--- src/rtl/pa_pkg.sv ---
package pa_pkg;

    localparam int PHW = 16;

    typedef enum logic [1:0] {
        ST_IDLE = 2'd0,
        ST_ACC  = 2'd1,
        ST_CALC = 2'd2
    } st_e;

    // arctan(2^-i) in units of 2^PHW per turn
    function automatic logic [PHW-1:0] atan_step(input int i);
        case (i)
            0:  return 16'd8192;
            1:  return 16'd4836;
            2:  return 16'd2555;
            3:  return 16'd1297;
            4:  return 16'd651;
            5:  return 16'd326;
            6:  return 16'd163;
            7:  return 16'd81;
            8:  return 16'd41;
            9:  return 16'd20;
            10: return 16'd10;
            11: return 16'd5;
            12: return 16'd3;
            13: return 16'd1;
            14: return 16'd1;
            default: return 16'd0;
        endcase
    endfunction

endpackage

--- src/rtl/pa_mag.sv ---
module pa_mag #(
    parameter int DW = 12
) (
    input  logic signed [DW-1:0] i_i,
    input  logic signed [DW-1:0] q_i,
    output logic        [DW:0]   mag_o
);
    logic [DW:0] ext_i, ext_q, abs_i, abs_q, hi, lo;

    always_comb begin
        ext_i = {i_i[DW-1], i_i};
        ext_q = {q_i[DW-1], q_i};
        abs_i = ext_i[DW] ? (~ext_i + 1'b1) : ext_i;
        abs_q = ext_q[DW] ? (~ext_q + 1'b1) : ext_q;
        hi    = (abs_i >= abs_q) ? abs_i : abs_q;
        lo    = (abs_i >= abs_q) ? abs_q : abs_i;
        mag_o = hi + (lo >> 1);
    end
endmodule

--- src/rtl/pa_seqdiv.sv ---
module pa_seqdiv #(
    parameter int NW  = 16,
    parameter int DNW = 8,
    parameter int QW  = 8
) (
    input  logic           clk,
    input  logic           rst_n,
    input  logic           start,
    input  logic [NW-1:0]  num,
    input  logic [DNW-1:0] den,
    output logic           done_o,
    output logic [QW-1:0]  quo_o
);
    localparam int KW = $clog2(NW + 1);

    typedef struct packed {
        logic           busy;
        logic           done;
        logic [KW-1:0]  k;
        logic [NW-1:0]  n;
        logic [DNW-1:0] d;
        logic [DNW-1:0] r;
    } dv_t;

    dv_t dv_q, dv_d;
    logic [DNW:0] trial;

    always_comb begin
        dv_d      = dv_q;
        dv_d.done = 1'b0;
        trial     = {dv_q.r, dv_q.n[NW-1]};
        if (start) begin
            dv_d.busy = 1'b1;
            dv_d.k    = '0;
            dv_d.n    = num;
            dv_d.d    = den;
            dv_d.r    = '0;
        end else if (dv_q.busy) begin
            if (trial >= {1'b0, dv_q.d}) begin
                dv_d.r = DNW'(trial - {1'b0, dv_q.d});
                dv_d.n = {dv_q.n[NW-2:0], 1'b1};
            end else begin
                dv_d.r = trial[DNW-1:0];
                dv_d.n = {dv_q.n[NW-2:0], 1'b0};
            end
            dv_d.k = dv_q.k + 1'b1;
            if (dv_q.k == KW'(NW - 1)) begin
                dv_d.busy = 1'b0;
                dv_d.done = 1'b1;
            end
        end
    end

    always_ff @(posedge clk or negedge rst_n) begin
        if (!rst_n) dv_q <= '0;
        else        dv_q <= dv_d;
    end

    assign done_o = dv_q.done;
    assign quo_o  = dv_q.n[QW-1:0];

    // a finished division leaves a remainder below the divisor
    p_rem_lt_den_r5: assert property (@(posedge clk) disable iff (!rst_n)
        (dv_q.done && dv_q.d != '0) |-> (dv_q.r < dv_q.d));

    // completion is never reported while still iterating
    p_done_idle_r8: assert property (@(posedge clk) disable iff (!rst_n)
        dv_q.done |-> !dv_q.busy);
endmodule

--- src/rtl/pa_cordic.sv ---
module pa_cordic
    import pa_pkg::*;
#(
    parameter int XW = 24
) (
    input  logic                 clk,
    input  logic                 rst_n,
    input  logic                 start,
    input  logic signed [XW-1:0] x_i,
    input  logic signed [XW-1:0] y_i,
    output logic                 done_o,
    output logic [PHW-1:0]       ang_o
);
    localparam int IW   = XW + 2;
    localparam int ITER = PHW;
    localparam int KW   = $clog2(ITER) + 1;

    typedef struct packed {
        logic           busy;
        logic           done;
        logic [KW-1:0]  k;
        logic [IW-1:0]  x;
        logic [IW-1:0]  y;
        logic [PHW-1:0] z;
    } cr_t;

    cr_t cr_q, cr_d;
    logic signed [IW-1:0] xs, ys, xsh, ysh, xe, ye;

    always_comb begin
        cr_d      = cr_q;
        cr_d.done = 1'b0;
        xs  = cr_q.x;
        ys  = cr_q.y;
        xsh = xs >>> cr_q.k;
        ysh = ys >>> cr_q.k;
        xe  = IW'(x_i);
        ye  = IW'(y_i);
        if (start) begin
            cr_d.busy = 1'b1;
            cr_d.k    = '0;
            if (xe[IW-1]) begin
                cr_d.x = -xe;
                cr_d.y = -ye;
                cr_d.z = {1'b1, {(PHW-1){1'b0}}};
            end else begin
                cr_d.x = xe;
                cr_d.y = ye;
                cr_d.z = '0;
            end
        end else if (cr_q.busy) begin
            if (!ys[IW-1]) begin
                cr_d.x = xs + ysh;
                cr_d.y = ys - xsh;
                cr_d.z = cr_q.z + atan_step(int'(cr_q.k));
            end else begin
                cr_d.x = xs - ysh;
                cr_d.y = ys + xsh;
                cr_d.z = cr_q.z - atan_step(int'(cr_q.k));
            end
            cr_d.k = cr_q.k + 1'b1;
            if (cr_q.k == KW'(ITER - 1)) begin
                cr_d.busy = 1'b0;
                cr_d.done = 1'b1;
            end
        end
    end

    always_ff @(posedge clk or negedge rst_n) begin
        if (!rst_n) cr_q <= '0;
        else        cr_q <= cr_d;
    end

    assign done_o = cr_q.done;
    assign ang_o  = cr_q.z;

    // after the half-turn pre-rotation the vector stays in the right half plane
    p_x_nonneg_r7: assert property (@(posedge clk) disable iff (!rst_n)
        cr_q.busy |-> !cr_q.x[IW-1]);
endmodule

--- src/rtl/pulse_pos_phase_avg.sv ---
module pulse_pos_phase_avg
    import pa_pkg::*;
#(
    parameter int DW   = 12,
    parameter int CW   = 16,
    parameter int FRAC = 15
) (
    input  logic                   clk,
    input  logic                   rst_n,
    input  logic                   win_i,
    input  logic                   smp_vld_i,
    input  logic                   wave_en_i,
    input  logic signed [DW-1:0]   a_re_i,
    input  logic signed [DW-1:0]   a_im_i,
    input  logic signed [DW-1:0]   b_re_i,
    input  logic signed [DW-1:0]   b_im_i,
    input  logic signed [DW-1:0]   r_re_i,
    input  logic signed [DW-1:0]   r_im_i,
    output logic                   done_o,
    output logic signed [FRAC+1:0] pos_o,
    output logic                   pos_ok_o,
    output logic [DW+1:0]          inten_o,
    output logic [PHW-1:0]         phase_o,
    output logic                   wave_vld_o,
    output logic [DW:0]            wave_a_o,
    output logic [DW:0]            wave_b_o
);
    localparam int MAGW = DW + 1;
    localparam int SW   = MAGW + CW;
    localparam int TW   = SW + 1;
    localparam int XPW  = 2 * DW + 2;
    localparam int XW   = XPW + CW;
    localparam int PNW  = SW + FRAC;

    typedef struct packed {
        st_e             st;
        logic [SW-1:0]   sa;
        logic [SW-1:0]   sb;
        logic [CW-1:0]   n;
        logic [XW-1:0]   ax;
        logic [XW-1:0]   ay;
        logic            go;
        logic            pd;
        logic            id;
        logic            cd;
        logic            done;
        logic [FRAC+1:0] pos;
        logic            pos_ok;
        logic [MAGW:0]   inten;
        logic [PHW-1:0]  phs;
        logic            wv;
        logic [MAGW-1:0] wa;
        logic [MAGW-1:0] wb;
    } st_t;

    st_t st_q, st_d;

    logic [MAGW-1:0]        mag_a, mag_b;
    logic signed [DW:0]     s_re, s_im;
    logic signed [XPW-1:0]  cx, cy;
    logic                   take;
    logic [TW-1:0]          tot;
    logic                   neg;
    logic [SW-1:0]          dif;
    logic [PNW-1:0]         pnum;
    logic [FRAC:0]          pquo;
    logic [MAGW:0]          iquo;
    logic [FRAC+1:0]        pext;
    logic                   pdone, idone, cdone;
    logic [PHW-1:0]         cang;

    pa_mag #(.DW(DW)) u_mag_a (.i_i(a_re_i), .q_i(a_im_i), .mag_o(mag_a));
    pa_mag #(.DW(DW)) u_mag_b (.i_i(b_re_i), .q_i(b_im_i), .mag_o(mag_b));

    // per-sample cross product of plate sum with conjugate reference
    always_comb begin
        s_re = {a_re_i[DW-1], a_re_i} + {b_re_i[DW-1], b_re_i};
        s_im = {a_im_i[DW-1], a_im_i} + {b_im_i[DW-1], b_im_i};
        cx   = XPW'(s_re) * XPW'(r_re_i) + XPW'(s_im) * XPW'(r_im_i);
        cy   = XPW'(s_im) * XPW'(r_re_i) - XPW'(s_re) * XPW'(r_im_i);
    end

    // operands of the end-of-window engines
    always_comb begin
        tot  = {1'b0, st_q.sa} + {1'b0, st_q.sb};
        neg  = st_q.sa < st_q.sb;
        dif  = neg ? (st_q.sb - st_q.sa) : (st_q.sa - st_q.sb);
        pnum = {dif, {FRAC{1'b0}}};
    end

    pa_seqdiv #(.NW(PNW), .DNW(TW), .QW(FRAC + 1)) u_div_pos (
        .clk(clk), .rst_n(rst_n), .start(st_q.go),
        .num(pnum), .den(tot), .done_o(pdone), .quo_o(pquo)
    );

    pa_seqdiv #(.NW(TW), .DNW(CW), .QW(MAGW + 1)) u_div_int (
        .clk(clk), .rst_n(rst_n), .start(st_q.go),
        .num(tot), .den(st_q.n), .done_o(idone), .quo_o(iquo)
    );

    pa_cordic #(.XW(XW)) u_cordic (
        .clk(clk), .rst_n(rst_n), .start(st_q.go),
        .x_i(st_q.ax), .y_i(st_q.ay), .done_o(cdone), .ang_o(cang)
    );

    always_comb begin
        st_d      = st_q;
        st_d.go   = 1'b0;
        st_d.done = 1'b0;
        st_d.wv   = 1'b0;
        pext      = {1'b0, pquo};
        take      = win_i && smp_vld_i && (st_q.st != ST_CALC);

        if (st_q.st == ST_IDLE) begin
            st_d.sa = '0;
            st_d.sb = '0;
            st_d.n  = '0;
            st_d.ax = '0;
            st_d.ay = '0;
        end
        if (take) begin
            st_d.sa = st_d.sa + SW'(mag_a);
            st_d.sb = st_d.sb + SW'(mag_b);
            st_d.n  = st_d.n + 1'b1;
            st_d.ax = st_d.ax + XW'(cx);
            st_d.ay = st_d.ay + XW'(cy);
            st_d.wv = wave_en_i;
            st_d.wa = mag_a;
            st_d.wb = mag_b;
        end

        case (st_q.st)
            ST_IDLE: if (win_i) st_d.st = ST_ACC;
            ST_ACC: begin
                if (!win_i) begin
                    st_d.st = ST_CALC;
                    st_d.go = 1'b1;
                    st_d.pd = 1'b0;
                    st_d.id = 1'b0;
                    st_d.cd = 1'b0;
                end
            end
            ST_CALC: begin
                st_d.pd = st_q.pd | pdone;
                st_d.id = st_q.id | idone;
                st_d.cd = st_q.cd | cdone;
                if (st_d.pd && st_d.id && st_d.cd) begin
                    if (tot == '0) begin
                        st_d.pos    = '0;
                        st_d.pos_ok = 1'b0;
                    end else begin
                        st_d.pos    = neg ? (~pext + 1'b1) : pext;
                        st_d.pos_ok = 1'b1;
                    end
                    st_d.inten = (st_q.n == '0) ? '0 : iquo;
                    st_d.phs   = cang;
                    st_d.done  = 1'b1;
                    st_d.st    = ST_IDLE;
                end
            end
            default: st_d.st = ST_IDLE;
        endcase
    end

    always_ff @(posedge clk or negedge rst_n) begin
        if (!rst_n) st_q <= '0;
        else        st_q <= st_d;
    end

    assign done_o     = st_q.done;
    assign pos_o      = st_q.pos;
    assign pos_ok_o   = st_q.pos_ok;
    assign inten_o    = st_q.inten;
    assign phase_o    = st_q.phs;
    assign wave_vld_o = st_q.wv;
    assign wave_a_o   = st_q.wa;
    assign wave_b_o   = st_q.wb;

    // completion is a single-cycle pulse
    p_done_pulse_r8: assert property (@(posedge clk) disable iff (!rst_n)
        done_o |=> !done_o);

    // results move only together with the completion pulse
    p_hold_r8: assert property (@(posedge clk) disable iff (!rst_n)
        !done_o |-> ($stable(pos_o) && $stable(inten_o) && $stable(phase_o) && $stable(pos_ok_o)));

    // no streamed sample without the enable
    p_wave_off_r3: assert property (@(posedge clk) disable iff (!rst_n)
        !wave_en_i |=> !wave_vld_o);

    // an invalid position reads as zero
    p_inv_zero_r6: assert property (@(posedge clk) disable iff (!rst_n)
        (done_o && !pos_ok_o) |-> (pos_o == '0));
endmodule

--- config.mk ---
export PLATFORM = sky130hd
export DESIGN_NAME = pulse_pos_phase_avg
export DESIGN_NICKNAME = d
export VERILOG_FILES = /design/src/rtl/pa_pkg.sv /design/src/rtl/pa_mag.sv /design/src/rtl/pa_seqdiv.sv /design/src/rtl/pa_cordic.sv /design/src/rtl/pulse_pos_phase_avg.sv
export SDC_FILE = /design/constraint.sdc
export NUM_CORES = 2
export LEC_CHECK = 0
export BUFFER_PORTS_ARGS = -buffer_cell sky130_fd_sc_hd__buf_2
export CORE_MARGIN = 2
export CORE_UTILIZATION = 30
export CTS_CLUSTER_SIZE = 40
export DETAILED_ROUTE_END_ITERATION = 10
export PLACE_DENSITY_LB_ADDON = 0.1
export SLEW_MARGIN = 20
export SYNTH_ARGS = -nofsm -noshare
export SYNTH_HDL_FRONTEND = slang
export SYNTH_SLANG_ARGS = --single-unit
--- constraint.sdc ---
create_clock -name clk -period 19.79 [get_ports clk]
set_input_delay 4.9475 -clock clk [delete_from_list [all_inputs] [get_ports clk]]
set_output_delay 4.9475 -clock clk [all_outputs]
set_load 0.01 [all_outputs]
# [Yosys cells after proc, flatten, opt, wreduce, memory -nomap -nowiden]
# Memory sizes are Yosys's and may differ from the RTL's.
# Index checks and enable logic that the tools add are counted.
[totals] reg_bits=532 rom_bits=448 in_bits=77 out_inout_bits=76 n_memories=2
[op_classes] add_sub_neg=32 mul=4 magnitude_cmp=5 eq_ne=9 shifts=2 mux=57 n_bitwise=8 reduce_logical=14
[mem_list] name="(name not given)" depth=16 word_bits=14 read_ports=1 rd_ports_with_merged_regs=0 write_ports=0 line="pa_pkg.sv:13" source="case (i)"
[mem_list] name="(name not given)" depth=16 word_bits=14 read_ports=1 rd_ports_with_merged_regs=0 write_ports=0 line="pa_pkg.sv:13"
[ops] op="$mux W158" n=2
[ops] op="$mux W104" n=2
[ops] op="$mux W16" n=11
[ops] op="$mux W111" n=1
[ops] op="$mux W109" n=1
[ops] op="$mux W13" n=8
[ops] op="$mul A13 B12 Y25" n=4
[ops] op="$mux W49" n=2
[ops] op="$mux W30" n=3
[ops] op="$add A44 B44 Y44" n=2
[ops] op="$neg A42 Y44" n=2
[ops] op="$sshr A44 B5 Y44" n=2
[ops] op="$sub A44 B44 Y44" n=2
[ops] op="$add A42 B42 Y42" n=2
[ops] op="$add A29 B13 Y29" n=2
[ops] op="$sub A29 B29 Y29" n=2
[ops] op="$add A13 B1 Y13 const B" n=4
[ops] op="$mux W52" n=1
[ops] op="$not A13 Y13" n=4
[ops] op="$mux W50" n=1
[ops] op="$mux W37" n=1
[ops] op="$mux W35" n=1
[ops] op="$sub A16 B16 Y16" n=2
[ops] op="$ge A31 B30 Y1" n=1
[ops] op="39 further kinds" n=68

# [Depth between registers and ports, before layout]
# An unclocked memory read counts as a cell.
[logic_depth] word_depth=9 mapped_depth=51

# [Modules after synthesis]
# Synthesis repeated with hierarchy kept, for this count alone.
[unflattened] cells_unflattened=9546 hier_area_um2=80868.8
[by_module_without_submodules] mod="pulse_pos_phase_avg" instances=1 cells_per_inst=5277 area_each_um2=45497.4 seq_area_each_um2=6005.8
[by_module_without_submodules] mod="pa_cordic" instances=1 cells_per_inst=2621 area_each_um2=21169.1 seq_area_each_um2=2777.7
[by_module_without_submodules] mod="pa_seqdiv at u_div_pos" instances=1 cells_per_inst=773 area_each_um2=6840.3 seq_area_each_um2=2802.7
[by_module_without_submodules] mod="pa_seqdiv at u_div_int" instances=1 cells_per_inst=447 area_each_um2=4081.4 seq_area_each_um2=1726.7
[by_module_without_submodules] mod="pa_mag" instances=2 cells_per_inst=214 area_each_um2=1640.3 seq_area_each_um2=0.0

# [Worst setup path after synthesis]
# OpenSTA, ideal clock, no wires.
[synth_timing] path_kind="input port to flip-flop" startpoint="in a_im_i[0]" endpoint="reg st_q[160] in the netlist's numbering" setup_ns=0.087 t_arrival_ns=15.633 required_ns=19.703 setup_slack_ns=4.071 cell_stages=47 n_path_buf=2 cell_sequence="ha_1 -> inv_1 -> fa_1 -> inv_1 -> a21oi_1 -> o21bai_1 -> a21oi_1 -> o21bai_1 -> a21oi_1 -> o21bai_1 -> a21oi_1 -> o21bai_1 -> nand2_1 -> a31o_2 -> clkbuf_1 -> and2_1 -> fa_1 -> inv_1 -> [11 not listed] -> a21o_1 -> a21oi_1 -> o2bb2ai_1 -> a211oi_1 -> xor2_1 -> inv_1 -> clkbuf_1 -> ha_1 -> or3_1 -> o21ai_0 -> nor3_1 -> o2111ai_1 -> a31oi_1 -> a211oi_1 -> nor4b_1 -> a31oi_1 -> or3_1 -> o211ai_1"
[synth_rtl] item="start, declared" line="pulse_pos_phase_avg.sv:14" source="input logic signed [DW-1:0] a_im_i,"
[synth_rtl] item="end signal, assigned" line="pulse_pos_phase_avg.sv:167" source="else st_q <= st_d;"
[synth_rtl] item="end, declared" line="pulse_pos_phase_avg.sv:56" source="st_t st_q, st_d;"

==> metrics.cfg <==
[outcome]
outcome = complete, no violations

[floorplan]
pin_count = 153
die_h_um = 510
die_w_um = 510
std_cell_rows = 185
core_area_mm2 = 0.254
die-area_mm2 = 0.260
start_util_pct = 30.2

[synthesis]
synth_top_family_by_area = adder cells
synth.area.mux_share_pct = 7.53
ys_ff_latch = 532
synthXorXnorAreaFrac_pct = 7.46
yosysMostFrequentCell = inv_1
synthSimpleGateAreaFrac_pct = 16.0
synthCells = 8919
yosys-top-cells-area = fa_1, dfrtp_1, ha_1
synth_compound_area_share_pct = 14.7
ys_seq_area_share_pct = 17.4
yosysTopAreaCell = fa_1
synth_top_area_share_pct = 18.3
synthTopCellsByCount = inv_1, nand2_1, fa_1
yosysWarnings = 0
netlist_area_mm2 = 0.0767
async_flop_share_pct = 100
yosys_most_used_dff = dfrtp_1
synthAdderAreaFrac_pct = 28.6
synth.distinct_cells = 105
synth-edff-count = 0
syn_avg_cell_area_um2 = 8.60

[grt]
grt.total_usage_pct = 19.3
antenna_found_initial = 18
grt_pass1_vias = 63024
grt_overflow_total = 0
grt_pass1_wl_um = 389000
grt_max_degree = 162

[setup_path]
crit_top_cell = fa_1
slowest_delay_ps = 560
critPathRequiredTime_ps = 20380
r2r_cells = 24
worstSetupStartpointType = primary input
crit_path_end_kind = flip-flop
worstSetupPathType = in2reg
crit_path_max_fanout = 22
slowest_stage = fa_1
cp.arrival_ps = 17240

[clock_tree]
clk_pin_slew_ps = 60
htreeDepth = 3
numCtsBuffers = 73
cts_max_path_buffers = 3
cts_tree = done
cts_sinks = 532
clk_latency_ps = 700
clock-root-buffer = clkbuf_16
holdBufCountCts = 0
cts_setup_buffers = 0
cts_resized = 0

[routing]
ant_nets = 0
post_drt_wl_per_cell_um = 20.6
drt_wl_total_um = 251000
routed-via-count = 61029
drc = 0
vias_per_cell = 5.01
drtIter0Drc = 3656
first_pass_iters = 6

[finish]
synthToLayoutAreaGrowth_pct = 8.07
regArea_mm2 = 0.0133
fin_nets = 10161
multi_input_area_mm2 = 0.0572
final_util_pct = 32.6
drive_above_1_share_pct = 7.34
num-fill-cells = 26829

[sta]
slew_headroom_pct = 14.6
slew_viol_final = 0
final-setup-viol-count = 0
rsz0062_at_grt = no
min_period_ps = 16650
max_freq_mhz = 60.1
hold_violations = 0
clock_skew_ps = 33.4
setup-tns-final_ps = 0
period_share_pct = 84.1
tightest_slew_ps = 1270

[placement]
io_buffers = 152
gp_congestion = 0.879
post-dp-hpwl_um = 195000

[worst_hold_path]
min_path_type = reg2reg
hold_depth = 2

[flow_run]
cap_violations = 0

## final timing paths
| kind | start | to | slack, ps |
|---|---|---|---|
| worst min register to register | phase_o[7] | phase_o[7] | 470 |
| worst max register to register | u_cordic.cr_q[104] | u_cordic.ys[35] | 11420 |
| min in group asynchronous | rst_n | inten_o[5] | 4200 |
| max in group asynchronous | rst_n | u_cordic.xs[10] | 12890 |
| worst max-delay path | a_im_i[0] | st_q[160] | 3140 |
| worst min-delay path | phase_o[7] | phase_o[7] | 470 |
## state kept, by name, summed over array words and instances (netlist names), 17 cells and up
register        count
st_q              164
u_cordic.xs        44
u_div_pos.dv_q     95
u_div_int.dv_q     54
u_cordic.ys        44
pos_o              17
## kinds of logic (layout without fill, tap and decap cells)
family / after synthesis / after routing
multiplexers: 422 / 422
XOR/XNOR: 648 / 648
AND/OR/NAND/NOR: 2572 / 2572
other: 2 / 9
buffers and inverters: 1596 / 1484
adder cells (fa/ha/maj): 1332 / 1332
flip-flops: 532 / 532
AO/OA/AOI/OAI: 1815 / 1815
## metrics by stage
| stage | hold WS [ps] | std cells | instance area, um^2 | setup slack (ps) |
|---|---|---|---|---|
| detailed placement | 462 | 12043 | 80400 | 2410 |
| CTS | 478 | 12177 | 82900 | 3140 |
| global placement | 457 | 12042 | 80400 | 2560 |
| floorplan | 447 | 8923 | 76700 | 4070 |
| finish | 469 | 12180 | 82900 | 3140 |
| global route | 489 | 12178 | 82900 | 2190 |
## cells in the final DEF (no fill, tap or decap), types with 88 or more instances in the layout
master and instances:
mux2i_1 248, nand3_1 88, nor2b_1 131, dfrtp_1 521, fa_1 700, o21ai_0 460
a21oi_1 523, ha_1 632, a211oi_1 114, o21bai_1 108, and2_1 377, inv_1 1097
a21o_1 152, nor3_1 96, nor2_1 575, nand2_1 948, buf_2 151, xnor2_1 421
mux4_2 117, xor2_1 204
## critical path, delay by kind of cell
kind                       cells  cell delay (ps)
AOI/OAI and AO/OA             18             3970
xor gates and xnor gates       1              190
adders and majority gates     11             4980
buffers and inverters          9             1490
and+or+nand+nor                7             1640
## cell type report
class	count	area share [%]
Sequential cell	532	16.1
Timing Repair Buffer	241	1.77
Clock inverter	24	0.341
Clock buffer	110	2.64
Multi-Input combinational cell	6795	69.0
Inverter	1109	5.02
Antenna cell	3	0.00906
Tap cell	3366	5.08
## routing by layer
metal	up-vias	part of all wire [%]	GRT usage, %
li1	29282	-	-
met1	30339	50	28.3
met2	1167	44	30.4
met3	231	3.9	1.87
met4	10	2.1	4.33
met5	-	0.026	0
Power is not shown: default switching activity piles up to over one toggle a cycle in this logic, so the estimate is an artifact.
